`config.mk`:
```
export PLATFORM = sky130hd
export DESIGN_NAME = uart_rx_packer
export DESIGN_NICKNAME = d
export VERILOG_FILES = /design/src/rtl/uart_rx_pkg.sv /design/src/rtl/uart_rx_deser.sv /design/src/rtl/rx_stale_timer.sv /design/src/rtl/rx_word_fifo.sv /design/src/rtl/uart_rx_packer.sv
export SDC_FILE = /design/constraint.sdc
export NUM_CORES = 1
export LEC_CHECK = 0
export ABC_CLOCK_PERIOD_IN_PS = 9600
export BUFFER_PORTS_ARGS = -buffer_cell sky130_fd_sc_hd__buf_2
export CAP_MARGIN = 20
export CORE_MARGIN = 1.5
export CORE_UTILIZATION = 40
export DETAILED_ROUTE_END_ITERATION = 6
export GPL_TIMING_DRIVEN = 0
export MAX_ROUTING_LAYER = met4
export PLACE_DENSITY = 0.67
export SYNTH_ARGS = -nofsm -noshare
export SYNTH_HDL_FRONTEND = slang
export SYNTH_SLANG_ARGS = --single-unit
```
`constraint.sdc`:
```
create_clock -name clk_i -period 9.6 [get_ports clk_i]
set_clock_uncertainty 0.1 [all_clocks]
set_input_delay 0.48 -clock clk_i [delete_from_list [all_inputs] [get_ports clk_i]]
set_output_delay 0.48 -clock clk_i [all_outputs]
set_load 0.05 [all_outputs]
```
`src/rtl/uart_rx_pkg.sv`:
```
package uart_rx_pkg;
  typedef enum logic [1:0] {
    RXS_IDLE,
    RXS_START,
    RXS_DATA,
    RXS_STOP
  } rxs_e;

  localparam int unsigned BITS_PER_FRAME = 10;
  localparam int unsigned CHAR_W = 8;
endpackage

```
`src/rtl/uart_rx_deser.sv`:
```
module uart_rx_deser
  import uart_rx_pkg::*;
#(
  parameter int unsigned CLKS_PER_BIT = 8
) (
  input  logic              clk_i,
  input  logic              rst_ni,
  input  logic              rx_i,
  output logic              busy_o,
  output logic              vld_o,
  output logic [CHAR_W-1:0] data_o
);
  localparam int unsigned CW = $clog2(CLKS_PER_BIT + 1);
  localparam logic [CW-1:0] LAST = CW'(CLKS_PER_BIT - 1);
  localparam logic [CW-1:0] HALF = CW'(CLKS_PER_BIT / 2 - 1);

  logic [1:0]        sync_q;
  rxs_e              st_q;
  logic [CW-1:0]     cnt_q;
  logic [2:0]        bit_q;
  logic [CHAR_W-1:0] sh_q;
  logic              rx_s;

  assign rx_s = sync_q[1];

  always_ff @(posedge clk_i or negedge rst_ni) begin
    if (!rst_ni) sync_q <= 2'b11;
    else         sync_q <= {sync_q[0], rx_i};
  end

  always_ff @(posedge clk_i or negedge rst_ni) begin
    if (!rst_ni) begin
      st_q   <= RXS_IDLE;
      cnt_q  <= '0;
      bit_q  <= '0;
      sh_q   <= '0;
      vld_o  <= 1'b0;
      data_o <= '0;
    end else begin
      vld_o <= 1'b0;
      unique case (st_q)
        RXS_IDLE: begin
          cnt_q <= '0;
          if (!rx_s) st_q <= RXS_START;
        end
        RXS_START: begin
          if (cnt_q == HALF) begin
            cnt_q <= '0;
            bit_q <= '0;
            st_q  <= rx_s ? RXS_IDLE : RXS_DATA;  // glitch rejects
          end else cnt_q <= cnt_q + 1'b1;
        end
        RXS_DATA: begin
          if (cnt_q == LAST) begin
            cnt_q <= '0;
            sh_q  <= {rx_s, sh_q[CHAR_W-1:1]};
            if (bit_q == 3'd7) st_q <= RXS_STOP;
            else               bit_q <= bit_q + 1'b1;
          end else cnt_q <= cnt_q + 1'b1;
        end
        RXS_STOP: begin
          if (cnt_q == LAST) begin
            vld_o  <= 1'b1;
            data_o <= sh_q;
            st_q   <= RXS_IDLE;
          end else cnt_q <= cnt_q + 1'b1;
        end
        default: st_q <= RXS_IDLE;
      endcase
    end
  end

  assign busy_o = (st_q != RXS_IDLE);
endmodule

```
`src/rtl/rx_stale_timer.sv`:
```
module rx_stale_timer #(
  parameter int unsigned CHAR_CLKS = 80,
  parameter int unsigned TO_W      = 4
) (
  input  logic            clk_i,
  input  logic            rst_ni,
  input  logic            run_i,
  input  logic            restart_i,
  input  logic [TO_W-1:0] timeout_i,
  output logic            fire_o
);
  localparam int unsigned TW = $clog2(CHAR_CLKS + 1);
  localparam logic [TW-1:0] TICK_LAST = TW'(CHAR_CLKS - 1);

  logic [TW-1:0]   tick_q;
  logic [TO_W-1:0] chr_q;
  logic            wrap;

  assign wrap   = (tick_q == TICK_LAST);
  assign fire_o = run_i && !restart_i && wrap &&
                  ({1'b0, chr_q} + 1'b1 >= {1'b0, timeout_i});

  always_ff @(posedge clk_i or negedge rst_ni) begin
    if (!rst_ni) begin
      tick_q <= '0;
      chr_q  <= '0;
    end else if (!run_i || restart_i || fire_o) begin
      tick_q <= '0;
      chr_q  <= '0;
    end else if (wrap) begin
      tick_q <= '0;
      chr_q  <= chr_q + 1'b1;
    end else begin
      tick_q <= tick_q + 1'b1;
    end
  end
endmodule

```
`src/rtl/rx_word_fifo.sv`:
```
module rx_word_fifo #(
  parameter int unsigned DEPTH  = 4,
  parameter int unsigned WORD_W = 32,
  localparam int unsigned PW    = (DEPTH > 1) ? $clog2(DEPTH) : 1,
  localparam int unsigned LW    = $clog2(DEPTH + 1)
) (
  input  logic              clk_i,
  input  logic              rst_ni,
  input  logic              flush_i,
  input  logic              wr_i,
  input  logic [WORD_W-1:0] wdata_i,
  input  logic              rd_i,
  output logic [WORD_W-1:0] rdata_o,
  output logic              empty_o,
  output logic              full_o,
  output logic [LW-1:0]     level_o
);
  logic [WORD_W-1:0] mem_q [DEPTH];
  logic [PW-1:0]     wp_q, rp_q;
  logic [LW-1:0]     lvl_q;
  logic              do_wr, do_rd;

  assign empty_o = (lvl_q == '0);
  assign full_o  = (lvl_q == LW'(DEPTH));
  assign level_o = lvl_q;
  assign do_wr   = wr_i && !full_o;
  assign do_rd   = rd_i && !empty_o;
  assign rdata_o = mem_q[rp_q];

  function automatic logic [PW-1:0] nxt(input logic [PW-1:0] p);
    return (p == PW'(DEPTH - 1)) ? '0 : p + 1'b1;
  endfunction

  always_ff @(posedge clk_i or negedge rst_ni) begin
    if (!rst_ni) begin
      wp_q  <= '0;
      rp_q  <= '0;
      lvl_q <= '0;
    end else if (flush_i) begin
      wp_q  <= '0;
      rp_q  <= '0;
      lvl_q <= '0;
    end else begin
      if (do_wr) wp_q <= nxt(wp_q);
      if (do_rd) rp_q <= nxt(rp_q);
      if (do_wr && !do_rd)      lvl_q <= lvl_q + 1'b1;
      else if (do_rd && !do_wr) lvl_q <= lvl_q - 1'b1;
    end
  end

  for (genvar g = 0; g < DEPTH; g++) begin : g_mem
    always_ff @(posedge clk_i or negedge rst_ni) begin
      if (!rst_ni)                         mem_q[g] <= '0;
      else if (do_wr && wp_q == PW'(g))    mem_q[g] <= wdata_i;
    end
  end
endmodule

```
`src/rtl/uart_rx_packer.sv`:
```
module uart_rx_packer
  import uart_rx_pkg::*;
#(
  parameter int unsigned CLKS_PER_BIT = 8,
  parameter int unsigned FIFO_DEPTH   = 4,
  parameter int unsigned LEN_W        = 12,
  parameter int unsigned TO_W         = 4,
  localparam int unsigned WORD_W      = 32,
  localparam int unsigned LVL_W       = $clog2(FIFO_DEPTH + 1)
) (
  input  logic              clk_i,
  input  logic              rst_ni,
  input  logic              rx_i,
  input  logic              arm_i,
  input  logic [LEN_W-1:0]  arm_len_i,
  input  logic              stale_en_i,
  input  logic              stale_clr_i,
  input  logic              reset_rx_i,
  input  logic              reset_err_i,
  input  logic [TO_W-1:0]   stale_timeout_i,
  input  logic [LVL_W-1:0]  rx_wm_i,
  input  logic              rd_en_i,
  output logic [WORD_W-1:0] rd_data_o,
  output logic              rx_ready_o,
  output logic              overrun_o,
  output logic [LEN_W-1:0]  snap_cnt_o,
  output logic              stale_o,
  output logic              done_o,
  output logic              rx_lev_o
);
  localparam int unsigned LANES     = WORD_W / CHAR_W;
  localparam int unsigned LANE_W    = $clog2(LANES);
  localparam int unsigned CHAR_CLKS = BITS_PER_FRAME * CLKS_PER_BIT;

  logic              ch_vld, rx_busy;
  logic [CHAR_W-1:0] ch_data;
  logic              active_q, stale_en_q;
  logic [LEN_W-1:0]  len_q, cnt_q;
  logic [LANE_W-1:0] lane_q;
  logic [CHAR_W-1:0] byte_q [LANES];
  logic [WORD_W-1:0] wdata;
  logic              fifo_full, fifo_empty;
  logic [LVL_W-1:0]  fifo_lvl;
  logic              accept, lost, len_end, stale_end, xfer_end;
  logic              push, stale_run;

  uart_rx_deser #(.CLKS_PER_BIT(CLKS_PER_BIT)) u_deser (
    .clk_i  (clk_i),
    .rst_ni (rst_ni),
    .rx_i   (rx_i),
    .busy_o (rx_busy),
    .vld_o  (ch_vld),
    .data_o (ch_data)
  );

  assign stale_run = stale_en_q && active_q && (cnt_q != '0) && !reset_rx_i;

  rx_stale_timer #(.CHAR_CLKS(CHAR_CLKS), .TO_W(TO_W)) u_stale (
    .clk_i     (clk_i),
    .rst_ni    (rst_ni),
    .run_i     (stale_run),
    .restart_i (ch_vld || rx_busy),
    .timeout_i (stale_timeout_i),
    .fire_o    (stale_end)
  );

  assign accept   = ch_vld && active_q && !fifo_full && !reset_rx_i;
  assign lost     = ch_vld && active_q && fifo_full && !reset_rx_i;
  assign len_end  = accept && (cnt_q + 1'b1 == len_q);
  assign xfer_end = len_end || stale_end;
  // partial lanes imply a non-full FIFO, so a stale flush always fits
  assign push     = (accept && (lane_q == LANE_W'(LANES - 1) || len_end)) ||
                    (stale_end && lane_q != '0);

  for (genvar g = 0; g < LANES; g++) begin : g_lane
    assign wdata[g*CHAR_W +: CHAR_W] =
      (accept && lane_q == LANE_W'(g)) ? ch_data : byte_q[g];
    always_ff @(posedge clk_i or negedge rst_ni) begin
      if (!rst_ni)                               byte_q[g] <= '0;
      else if (reset_rx_i || push || stale_end)  byte_q[g] <= '0;
      else if (accept && lane_q == LANE_W'(g))   byte_q[g] <= ch_data;
    end
  end

  rx_word_fifo #(.DEPTH(FIFO_DEPTH), .WORD_W(WORD_W)) u_fifo (
    .clk_i   (clk_i),
    .rst_ni  (rst_ni),
    .flush_i (reset_rx_i),
    .wr_i    (push),
    .wdata_i (wdata),
    .rd_i    (rd_en_i),
    .rdata_o (rd_data_o),
    .empty_o (fifo_empty),
    .full_o  (fifo_full),
    .level_o (fifo_lvl)
  );

  always_ff @(posedge clk_i or negedge rst_ni) begin
    if (!rst_ni) begin
      active_q   <= 1'b0;
      stale_en_q <= 1'b0;
      len_q      <= '0;
      cnt_q      <= '0;
      lane_q     <= '0;
      snap_cnt_o <= '0;
      stale_o    <= 1'b0;
      done_o     <= 1'b0;
    end else if (reset_rx_i) begin
      active_q   <= 1'b0;
      stale_en_q <= 1'b0;
      cnt_q      <= '0;
      lane_q     <= '0;
      if (stale_clr_i) stale_o <= 1'b0;
    end else begin
      if (stale_en_i)  stale_en_q <= 1'b1;
      if (stale_clr_i) stale_o    <= 1'b0;
      if (arm_i) begin
        active_q <= 1'b1;
        len_q    <= arm_len_i;
        cnt_q    <= '0;
        done_o   <= 1'b0;
      end else if (xfer_end) begin
        active_q   <= 1'b0;
        done_o     <= 1'b1;
        lane_q     <= '0;
        snap_cnt_o <= len_end ? cnt_q + 1'b1 : cnt_q;
        if (stale_end) stale_o <= 1'b1;
      end else if (accept) begin
        cnt_q  <= cnt_q + 1'b1;
        lane_q <= lane_q + 1'b1;
      end
    end
  end

  always_ff @(posedge clk_i or negedge rst_ni) begin
    if (!rst_ni)          overrun_o <= 1'b0;
    else if (reset_err_i) overrun_o <= 1'b0;
    else if (lost)        overrun_o <= 1'b1;
  end

  assign rx_ready_o = !fifo_empty;
  assign rx_lev_o   = (fifo_lvl > rx_wm_i);
endmodule

```
==> metrics.txt <==
Max VDD drop 0.000131 V; Hold WC Path Type in2reg; Setup TNS 0 ps; Die Ht 175 um; aggregate global routing overflow 0; EDFF count, synth 0; final WL 28.3 mm; depth of the CTS H-tree 1; clock network power share 41.2%; yosys warns 0; Routability Congestion 0.881; Least-Margin Pin Slew 965 ps; largest net degree at the start of global routing 124; # resized after CTS 0; max frequency 262 MHz; reg-to-reg critical path endpoint u_fifo.level_o[2]; Power Density 182 nW/um2; Cell variety after synth 70; met2 usage 30.5%; Lkg Pwr 6.66 nW; CTS buffer count 27; WP data required 9930 ps; Main synth FF type dfrtp_1; Period minus WS final 3820 ps; GRT Total Usage 19.5%; GR Layer Usage met3 3.00%; number of global-route vias before repair 8450; Hold Startpoint stale_clr_i; Mapped Avg Cell Area 11.1 um2; share of the yosys chip area belonging to registers 52.7%; Max-slew headroom 35.7%; Pint 1.82 mW; Top Family by Delay on Critical Path simple AND/OR/NAND/NOR gates; Mapped Cells 1065; share of cells above drive strength 1 21.7%; sequential group share of total power 45.4%; slowest CP cell dfrtp_1; startpoint types flip-flop; post-synth net total 1117; CTS Root Cell clkbuf_16; worst-case reg-to-reg path depth 13; area of the multi-input gates 5030 um2; CP Cell Sequence ha_1 > and2_0 > clkbuf_1 > nand3_1 > o22ai_1 > nor4_4 > a21oi_4 > nor2_4 > and2_1 > fa_1 > and3_1 > mux2i_1 > mux2_1; GR peak layer met2; CP arrival 4140 ps; unrepaired setup endpoints after global routing false; clk sink count 249; Hold EP stale_o; CTS tree built; hold_buf cts 2; post-route ant nets 0; delay of the slowest critical-path stage 510 ps; Async S/R FF share, synth 100%; DR vias 8532; Via density 5.41; status complete, no violations; IO Count 77; register area 6230 um2; Total Nets Final 1226; Net Switching 0.667 mW; Port Buf Inserts 75; Final HPWL DP 19.1 mm; most common cell after layout, fill and taps aside dfrtp_1; Hold Crit Depth 2; Worst-Skew Late Latency 550 ps; FF-to-FF Start cnt_q[0]; Bufs and invs on worst path 1; Setup Fix Bufs, Post-CTS 0; MaxCap Viol Count 0; Final Power 2.48 mW; final hold violation count 0; clock-pin slew on the worst setup and hold paths 60 ps; Fillers 2622; Chip Width 175 um; worst-path fanout max 8; DRC 0; DR pass1 iterations 5; Crit. End Element flip-flop; Iter 0 DRT Violations 718; # setup viols final 0; CORE AREA 28900 um2; Seq cells post-synth 249; Synth Cell Area 11800 um2; initial antenna violation count 2; Layout area overhead 15.4%; Sw Ratio 26.9%; R2R setup slack 5780 ps; Max Slew Vio Count 0; Layout Utilization 47.2%; Final period util 39.7%; Std-Cell Rows 62; first-pass GRT wire length 46.4 mm; most frequent cells in the layout dfrtp_1, nor2_1, a21oi_1, buf_2; GR Layer Usage met1 27.2%; Crit Path Category reg2reg; starting density of the core 40.9%; drt wl/cell 17.9 um; Comb pwr share 13.4%; deepest clock path buffer count 3; DIE AREA 30600 um2
==> power by group through the flow <==
stage / Combinational (mW) / Clock (mW) / Sequential, mW
6_report: 0.332 / 1.02 / 1.13
5_1_grt: 0.372 / 1.08 / 1.13
4_1_cts: 0.335 / 1.04 / 1.13
3_5_place_dp: 0.332 / 0 / 1.15
3_3_place_gp: 0.321 / 0 / 1.14
2_1_floorplan: 0.240 / 0 / 1.14
==> worst max path at each step <==
stage                           startpoint  depth (start not counted)                end  slack (ps)
after floorplan           u_stale.chr_q[0]                         12  u_fifo.level_o[2]        6400
after global placement              rst_ni                          1   u_fifo.mem_q[18]        3450
after detailed placement          cnt_q[0]                         13  u_fifo.level_o[2]        5840
after CTS                         cnt_q[0]                         13  u_fifo.level_o[2]        5830
after global routing              cnt_q[0]                         13  u_fifo.level_o[2]        5590
final                             cnt_q[0]                         13  u_fifo.level_o[2]        5780
==> flip-flops by register name (all words and copies together) (netlist names), 2 cells and up, named ones only <==
signal,count
u_deser.cnt_q,4
u_deser.sh_q,8
u_fifo.mem_q,128
u_deser.bit_q,3
u_fifo.rp_q,2
lane_q,2
u_stale.tick_q,7
u_deser.sync_q,2
u_deser.data_o,8
u_stale.chr_q,4
u_fifo.level_o,3
u_fifo.wp_q,2
len_q,12
snap_cnt_o,12
byte_q,32
cnt_q,12
==> cell usage after synthesis, types with 6 or more instances <==
cell type	n	area, um2
a21oi_1	153	766
nor3_1	7	35.0
buf_6	16	180
a2bb2oi_2	10	150
xor2_1	18	158
mux2_2	28	315
nand4_1	10	62.6
buf_4	16	120
and3_1	12	75.1
nor2_1	199	747
nand3_1	30	150
buf_2	17	85.1
nand2_1	34	128
ha_1	23	288
inv_1	21	78.8
mux2i_1	34	340
dfrtp_1	247	6180
mux4_2	32	721
o21a_1	6	45.0
o21ai_0	24	120
clkbuf_1	17	63.8
xnor2_1	15	131
==> per-layer routing <==
metal | up-vias | part of all wire, %
met2 | 204 | 47
met4 | 0 | 1.3
met3 | 28 | 5.2
met5 | - | 0
met1 | 4331 | 46
li1 | 3969 | -
==> stage by stage <==
stage / setup WS, ps / hold WS [ps] / area [um2] / instances
after floorplan: 6400 / 84.4 / 11800 / 1065
after global placement: 3450 / 249 / 12700 / 1524
after detailed placement: 5840 / 226 / 12700 / 1526
after CTS: 5830 / 3.43 / 13600 / 1574
after global routing: 5590 / 46.5 / 13600 / 1577
final: 5780 / 31.6 / 13600 / 1577
==> logic make-up after synthesis <==
logic type / share of synthesized area, %
AO/OA/AOI/OAI: 12.0
XOR/XNOR: 2.44
adder cells (fa/ha/maj): 2.60
buffers and inverters: 4.79
flip-flops: 52.7
multiplexers: 11.9
AND/OR/NAND/NOR: 13.6
==> layout make-up <==
| class | count | area share [%] |
|---|---|---|
| Sequential cell | 249 | 45.7 |
| Timing Repair Buffer | 80 | 3.45 |
| Clock inverter | 9 | 0.880 |
| Tap cell | 384 | 3.52 |
| Multi-Input combinational cell | 723 | 36.8 |
| Antenna cell | 2 | 0.0367 |
| Buffer | 71 | 3.55 |
| Clock buffer | 37 | 5.45 |
| Inverter | 22 | 0.605 |
Power figures use the tool's default switching activity.
